`config.mk`:
```
export PLATFORM = sky130hd
export DESIGN_NAME = sec_alarm_counter
export DESIGN_NICKNAME = d
export VERILOG_FILES = /design/src/rtl/sac_pkg.sv /design/src/rtl/sac_regdec.sv /design/src/rtl/sac_counter.sv /design/src/rtl/sac_alarm.sv /design/src/rtl/sec_alarm_counter.sv
export SDC_FILE = /design/constraint.sdc
export NUM_CORES = 1
export LEC_CHECK = 0
export ABC_AREA = 1
export BUFFER_PORTS_ARGS = -buffer_cell sky130_fd_sc_hd__buf_2
export CORE_MARGIN = 1
export CORE_UTILIZATION = 30
export CTS_CLUSTER_DIAMETER = 60
export DETAILED_ROUTE_END_ITERATION = 8
export GPL_ROUTABILITY_DRIVEN = 0
export GPL_TIMING_DRIVEN = 0
export PLACE_DENSITY = 0.48
export SETUP_SLACK_MARGIN = 0.4
export SLEW_MARGIN = 0
export SYNTH_ARGS = -nofsm -noshare
export SYNTH_HDL_FRONTEND = slang
export SYNTH_SLANG_ARGS = --single-unit
```
`constraint.sdc`:
```
create_clock -name clk -period 1.6 [get_ports clk]
set_input_delay 0.16 -clock clk [delete_from_list [all_inputs] [get_ports clk]]
set_output_delay 0.16 -clock clk [all_outputs]
set_load 0.02 [all_outputs]
```
`src/rtl/sac_pkg.sv`:
```
// Shared constants for the seconds/alarm counter: fixed register offsets
// and bit positions. Offsets that depend on the byte count are derived
// in the modules from their NB parameter.
package sac_pkg;
    localparam int SAC_NBYTES   = 4;
    localparam int SAC_DW       = 8;
    localparam int SAC_AW       = 4;
    localparam int OFF_CTRL     = 0;
    localparam int OFF_ACTL     = 1;
    localparam int OFF_WWIN     = 2;
    localparam int RUN_BIT      = 7;
    localparam int AEN_BIT      = 7;
    localparam int ACLR_BIT     = 0;

    typedef struct packed {
        logic ctrl;
        logic actl;
        logic aclr;
    } sac_wstb_t;
endpackage

```
`src/rtl/sac_regdec.sv`:
```
// Address decoder and read multiplexer. Turns the host write strobe into
// one strobe per register and selects read data combinationally.
// Assumes ADDR_W wide enough for OFF_WWIN + 3*NB addresses.
module sac_regdec
    import sac_pkg::*;
#(
    parameter int NB     = SAC_NBYTES,
    parameter int DW     = SAC_DW,
    parameter int ADDR_W = SAC_AW
) (
    input  logic [ADDR_W-1:0] addr_i,
    input  logic              we_i,
    input  logic              run_i,
    input  logic              aen_i,
    input  logic [NB*DW-1:0]  count_i,
    input  logic [NB*DW-1:0]  aval_i,
    output sac_wstb_t         wstb_o,
    output logic [NB-1:0]     wwin_we_o,
    output logic [NB-1:0]     aval_we_o,
    output logic [DW-1:0]     rdata_o
);
    localparam int OFF_RWIN  = OFF_WWIN + NB;
    localparam int OFF_AVAL  = OFF_RWIN + NB;
    localparam int OFF_ACTL2 = OFF_AVAL + NB;

    logic [31:0] addr_w;
    assign addr_w = 32'(addr_i);

    // Single-register write strobes.
    assign wstb_o.ctrl = we_i && (addr_w == 32'(OFF_CTRL));
    assign wstb_o.actl = we_i && (addr_w == 32'(OFF_ACTL));
    assign wstb_o.aclr = we_i && (addr_w == 32'(OFF_ACTL2));

    // Per-byte write strobes for the write window and the alarm value.
    for (genvar i = 0; i < NB; i++) begin : g_bstb
        assign wwin_we_o[i] = we_i && (addr_w == 32'(OFF_WWIN + i));
        assign aval_we_o[i] = we_i && (addr_w == 32'(OFF_AVAL + i));
    end

    // Read multiplexer; unmapped and write-only addresses return zero.
    always_comb begin
        rdata_o = '0;
        if (addr_w == 32'(OFF_CTRL)) rdata_o[RUN_BIT] = run_i;
        if (addr_w == 32'(OFF_ACTL)) rdata_o[AEN_BIT] = aen_i;
        for (int i = 0; i < NB; i++) begin
            if (addr_w == 32'(OFF_RWIN + i)) rdata_o = count_i[i*DW +: DW];
            if (addr_w == 32'(OFF_AVAL + i)) rdata_o = aval_i[i*DW +: DW];
        end
    end

    // at most one byte strobe is active for any write.
    always_comb begin
        a_r2_onehot: assert ($onehot0({wwin_we_o, aval_we_o, wstb_o.ctrl, wstb_o.actl, wstb_o.aclr}));
    end
endmodule

```
`src/rtl/sac_counter.sv`:
```
// Seconds counter with run control and byte-wise time loading.
// Upper bytes are held until the lowest byte is written, which commits
// the whole value. A commit wins over a tick in the same cycle.
// Assumes tick_i is a one-cycle pulse and NB >= 2.
module sac_counter
    import sac_pkg::*;
#(
    parameter int NB = SAC_NBYTES,
    parameter int DW = SAC_DW
) (
    input  logic             clk,
    input  logic             rst_n,
    input  logic             tick_i,
    input  logic             ctrl_we_i,
    input  logic [NB-1:0]    wwin_we_i,
    input  logic [DW-1:0]    wdata_i,
    output logic             run_o,
    output logic [NB*DW-1:0] count_o
);
    localparam int CW = NB * DW;

    logic [NB-1:1][DW-1:0] shadow_q;
    logic [CW-1:0]         count_q;
    logic                  run_q;

    // Run control bit.
    always_ff @(posedge clk) begin
        if (!rst_n)          run_q <= 1'b0;
        else if (ctrl_we_i)  run_q <= wdata_i[RUN_BIT];
    end

    // Holding registers for the upper bytes of a new time.
    always_ff @(posedge clk) begin
        if (!rst_n) shadow_q <= '0;
        else begin
            for (int i = 1; i < NB; i++)
                if (wwin_we_i[i]) shadow_q[i] <= wdata_i;
        end
    end

    // Count: commit has priority, otherwise step on a running tick.
    always_ff @(posedge clk) begin
        if (!rst_n)                count_q <= '0;
        else if (wwin_we_i[0])     count_q <= {shadow_q, wdata_i};
        else if (run_q && tick_i)  count_q <= count_q + 1'b1;
    end

    assign run_o   = run_q;
    assign count_o = count_q;

    // stopped and not loaded means the count holds.
    a_r3_halt: assert property (@(posedge clk) disable iff (!rst_n)
        (!run_q && !wwin_we_i[0]) |=> $stable(count_q));
    // a running tick steps by one, modulo the count width.
    a_r4_step: assert property (@(posedge clk) disable iff (!rst_n)
        (run_q && tick_i && !wwin_we_i[0]) |=> (count_q == $past(count_q) + 1'b1));
    // a lowest-byte write loads held bytes plus data, tick ignored.
    a_r6_commit: assert property (@(posedge clk) disable iff (!rst_n)
        wwin_we_i[0] |=> (count_q == {$past(shadow_q), $past(wdata_i)}));
endmodule

```
`src/rtl/sac_alarm.sv`:
```
// Alarm value, enable and latched pending flag. A match sets the flag
// while enabled; only a write with the clear bit set lowers it, and the
// clear wins if it coincides with a match.
module sac_alarm
    import sac_pkg::*;
#(
    parameter int NB = SAC_NBYTES,
    parameter int DW = SAC_DW
) (
    input  logic             clk,
    input  logic             rst_n,
    input  logic             actl_we_i,
    input  logic             aclr_we_i,
    input  logic [NB-1:0]    aval_we_i,
    input  logic [DW-1:0]    wdata_i,
    input  logic [NB*DW-1:0] count_i,
    output logic             aen_o,
    output logic [NB*DW-1:0] aval_o,
    output logic             irq_o
);
    logic [NB-1:0][DW-1:0] aval_q;
    logic                  aen_q;
    logic                  pend_q;
    logic                  clr;
    logic                  hit;

    assign clr = aclr_we_i && wdata_i[ACLR_BIT];
    assign hit = aen_q && (count_i == aval_q);

    // Alarm enable bit.
    always_ff @(posedge clk) begin
        if (!rst_n)         aen_q <= 1'b0;
        else if (actl_we_i) aen_q <= wdata_i[AEN_BIT];
    end

    // Alarm compare value, byte-writable.
    always_ff @(posedge clk) begin
        if (!rst_n) aval_q <= '0;
        else begin
            for (int i = 0; i < NB; i++)
                if (aval_we_i[i]) aval_q[i] <= wdata_i;
        end
    end

    // Pending flag: clear first, then set on an enabled match.
    always_ff @(posedge clk) begin
        if (!rst_n)   pend_q <= 1'b0;
        else if (clr) pend_q <= 1'b0;
        else if (hit) pend_q <= 1'b1;
    end

    assign aen_o  = aen_q;
    assign aval_o = aval_q;
    assign irq_o  = pend_q;

    // a rise needs an enabled match in the previous cycle.
    a_r8_rise_cause: assert property (@(posedge clk) disable iff (!rst_n)
        $rose(irq_o) |-> ($past(aen_q) && ($past(count_i) == $past(aval_q))));
    // disabled and idle stays idle.
    a_r8_quiet: assert property (@(posedge clk) disable iff (!rst_n)
        (!aen_q && !irq_o) |=> !irq_o);
    // the level holds until a clear.
    a_r9_hold: assert property (@(posedge clk) disable iff (!rst_n)
        (irq_o && !clr) |=> irq_o);
    // a clear drops the level at the next edge.
    a_r9_clear: assert property (@(posedge clk) disable iff (!rst_n)
        clr |=> !irq_o);
endmodule

```
`src/rtl/sec_alarm_counter.sv`:
```
// Top level: seconds counter with alarm behind an 8-bit register port.
// Assumes a one-cycle tick pulse per second from outside the block.
module sec_alarm_counter
    import sac_pkg::*;
#(
    parameter int NB     = SAC_NBYTES,
    parameter int DW     = SAC_DW,
    parameter int ADDR_W = SAC_AW
) (
    input  logic              clk,
    input  logic              rst_n,
    input  logic              tick_i,
    input  logic [ADDR_W-1:0] reg_addr_i,
    input  logic              reg_we_i,
    input  logic [DW-1:0]     reg_wdata_i,
    output logic [DW-1:0]     reg_rdata_o,
    output logic              alarm_irq_o
);
    localparam int CW = NB * DW;

    sac_wstb_t     wstb;
    logic [NB-1:0] wwin_we;
    logic [NB-1:0] aval_we;
    logic          run;
    logic          aen;
    logic [CW-1:0] count;
    logic [CW-1:0] aval;

    sac_regdec #(.NB(NB), .DW(DW), .ADDR_W(ADDR_W)) u_dec (
        .addr_i    (reg_addr_i),
        .we_i      (reg_we_i),
        .run_i     (run),
        .aen_i     (aen),
        .count_i   (count),
        .aval_i    (aval),
        .wstb_o    (wstb),
        .wwin_we_o (wwin_we),
        .aval_we_o (aval_we),
        .rdata_o   (reg_rdata_o)
    );

    sac_counter #(.NB(NB), .DW(DW)) u_cnt (
        .clk       (clk),
        .rst_n     (rst_n),
        .tick_i    (tick_i),
        .ctrl_we_i (wstb.ctrl),
        .wwin_we_i (wwin_we),
        .wdata_i   (reg_wdata_i),
        .run_o     (run),
        .count_o   (count)
    );

    sac_alarm #(.NB(NB), .DW(DW)) u_alm (
        .clk       (clk),
        .rst_n     (rst_n),
        .actl_we_i (wstb.actl),
        .aclr_we_i (wstb.aclr),
        .aval_we_i (aval_we),
        .wdata_i   (reg_wdata_i),
        .count_i   (count),
        .aen_o     (aen),
        .aval_o    (aval),
        .irq_o     (alarm_irq_o)
    );
endmodule

```
==> results by group <==
Outcome
  • Outcome: complete, but fails checks
  • Failing checks: negative setup slack

Yosys
  • Post-synthesis sequential area ratio: 33.94%
  • Yosys top cell area share: 33.94%
  • Syn Area/Cell: 6.241 µm²
  • Largest area contributor in the synthesized netlist: dfxtp_1
  • Gate Count Post-Synth: 860
  • Netlist Area Pre-Place: 0.005368 mm²
  • Syn_nets: 877
  • Top post-synthesis cells by area: dfxtp_1, nand2_1, a21oi_1
  • Synth unique cells: 32
  • Syn. warnings: 0
  • Register bit total from synthesis: 91

Power and ir drop
  • Pwr dens: 712.0 mW/mm²
  • Leakage: 2.624 nW
  • Clock Power Share: 45.1%
  • Peak supply drop: 0.0005256 V
  • Int Power: 0.003605 W
  • Part of the power in registers: 46.3%
  • Combinational power share: 8.7%
  • Sw Pwr: 0.001371 W
  • Net Sw Frac: 27.55%

Cells and area
  • FILL cells: 1,875
  • Core Util, Final: 40.27%
  • Layout net count: 943
  • Layout area overhead: 30.21%
  • Commonest non-fill, non-tap cells in the layout: nand2_1, inv_1, a21oi_1, nor2_1, dfxtp_1
  • Ant diodes: 0
  • Share of cells above drive strength 1: 27.07%
  • Non-Filler Instances: 1,156
  • Commonest non-fill, non-tap cell in the layout: nand2_1

Worst hold path
  • Worst Hold End: u_cnt.count_o[3]
  • Min-delay worst type: input pin to register
  • Min-Delay Path Depth: 3
  • Min-delay src: rst_n

CTS
  • CTS tree: yes
  • Clock H-tree levels: 3
  • TritonCTS Sinks: 91
  • Clock Tree Root: clkbuf_16
  • Clock-pin slew on the worst setup and hold paths: 60 ps
  • CTS buffer count: 9
  • CTS max path bufs: 2
  • Skew-Pair Late Insertion Delay: 360 ps
  • Post-CTS Hold Buffers: 0

Global routing
  • Number of global-route vias before repair: 5,290
  • Largest net degree at the start of global routing: 16
  • Initial antenna violation count: 0
  • Overflow after GRT: 0
  • First-pass GRT wire length: 32,310 µm
  • GRT Total Usage: 24.31%

Critical path
  • Crit Path Category: register to primary output
  • Worst EP arrival: 1500 ps
  • Worst R2R Setup Slack: 20 ps
  • Crit Reg-Reg Startpoint: u_cnt.count_o[1]
  • R2r worst-path depth: 11
  • CP Capture Type: primary output
  • R2r endpoint: u_cnt.count_o[18]
  • Critical path startpoint category: register
  • CP Data Required Time: 1440 ps
  • CP Launch Point: u_cnt.count_o[9]
  • Crit Path Max Fanout: 4

STA
  • Final Critical Period: 1660 ps
  • Slew Viols, Final: 0
  • Final period util: 103.8%
  • Max Fclk: 602.3 MHz
  • Slew @ Worst Pin: 792.2 ps
  • Final critical-path setup slack: -60.42 ps
  • Final setup viols: 4
  • Fin Hold WS: 106.7 ps
  • Clk_skew: 10.78 ps
  • Worst rel slew slack: 47.18%
  • RSZ-0062 raised after global routing: yes
  • Final-report hold violation count: 0

Floorplanning
  • Die area: 0.01843 mm²
  • Std-Cell Rows: 48
  • Core area: 0.01736 mm²
  • Chip Width: 135.8 µm
  • I/O pins: 25
  • Initial Utilization: 30.93%
  • Die Height: 135.8 µm

Route
  • Detail Route Antenna Nets: 0
  • Residual DRC: 0
  • Routed WL: 21,760 µm
  • Vias: 5,880
  • Via density: 5.087
  • Drt initial violations: 543
  • TritonRoute pass-1 iters: 5
  • WL/cell: 18.82 µm

Job
  • Max-Cap Viols: 0

Place
  • PortBufs: 21
  • HPWL after DPL: 16,050 µm
  • Placed cell count: 1,106
==> cells in the mapped netlist (all sizes together) <==
| master | n |
|---|---|
| ha | 1 |
| o2111ai | 8 |
| dfxtp | 91 |
| o221ai | 1 |
| nor2 | 117 |
| nand3 | 45 |
| xnor2 | 6 |
| nand2 | 258 |
| o21ai | 62 |
| a31oi | 1 |
| xor2 | 12 |
| nor3 | 1 |
| inv | 103 |
| buf | 19 |
| clkinv | 1 |
| clkbuf | 12 |
| nand4 | 12 |
| a21oi | 90 |
| o22ai | 17 |
| o31ai | 1 |
| a211oi | 2 |
==> power groups by stage <==
stage	clock (W)	sequential, W	combinational (W)
after detailed placement	0	0.00238	0.000383
after global routing	0.00234	0.00231	0.000470
final	0.00224	0.00230	0.000432
after floorplan	0	0.00237	0.000224
after global placement	0	0.00238	0.000385
after CTS	0.00227	0.00231	0.000403
==> cell type report <==
cell class,count,area [µm²],share of cell area [%]
buffer,31,183.9,2.632
clock buffer,10,229.0,3.276
clock inverter,6,65.06,0.9309
inverter,104,417.9,5.979
multi-input combinational,634,3438,49.19
sequential,91,1908,27.30
tap,225,281.5,4.028
timing repair buffer,55,465.4,6.660
==> critical path: stages (launching register included) <==
cell and delay, ps:
dfxtp_4 370, inv_2 120, o2111ai_2 170, nor2_1 160, nand4_1 140, buf_2 190
==> state kept, by name, summed over array words and instances (netlist names) <==
| register | cells |
|---|---|
| u_alm.aval_o | 32 |
| u_alm.aen_o | 1 |
| u_cnt.count_o | 32 |
| u_cnt.run_o | 1 |
| u_alm.irq_o | 1 |
| u_cnt.shadow_q | 24 |
==> how the worst max path moves through the flow <==
stage / slack, ps / cells after the start / endpoint
after floorplan: 240 / 10 / u_cnt.count_o[18]
after global placement: -220 / 8 / reg_rdata_o[2]
after detailed placement: -200 / 8 / reg_rdata_o[2]
after CTS: -80 / 9 / reg_rdata_o[7]
after global routing: -90 / 9 / reg_rdata_o[7]
final: -60 / 5 / reg_rdata_o[1]
==> routing by layer <==
metal / track usage [%] / vias to the layer above / wire length, µm
met5: 0 / - / 0
met4: 6.429 / 0 / 391
met3: 3.255 / 32 / 1184
met2: 39.00 / 203 / 10020
met1: 33.89 / 2732 / 10160
li1: - / 2913 / -
==> kinds of logic (layout without fill, tap and decap cells) <==
group	count (synthesis)	in the layout	synth area share, %
AO/OA/AOI/OAI	182	182	18.16
flip-flops	91	91	33.94
XOR/XNOR	18	18	2.937
AND/OR/NAND/NOR	433	433	34.36
buffers and inverters	135	206	10.37
adder cells (fa/ha/maj)	1	1	0.2331
==> through the flow <==
stage / power (W) / TNS [ps] / cell area (µm²) / worst slack [ps]
floorplan: 0.002593 / 0 / 5474 / 236.5
global placement: 0.002764 / -2117 / 5861 / -221.0
detailed placement: 0.002762 / -1773 / 5861 / -197.9
global route: 0.005119 / -426.4 / 6989 / -91.25
CTS: 0.004982 / -739.0 / 6558 / -84.27
finish: 0.004977 / -91.66 / 6989 / -60.42
==> timing repair <==
item,in CTS,in global routing
buffers inserted,16,18
resized for setup,95,86
endpoints found under the hold margin,0,0
pin swaps,39,44
setup endpoints to repair,45,59
Power figures use the tool's default switching activity.
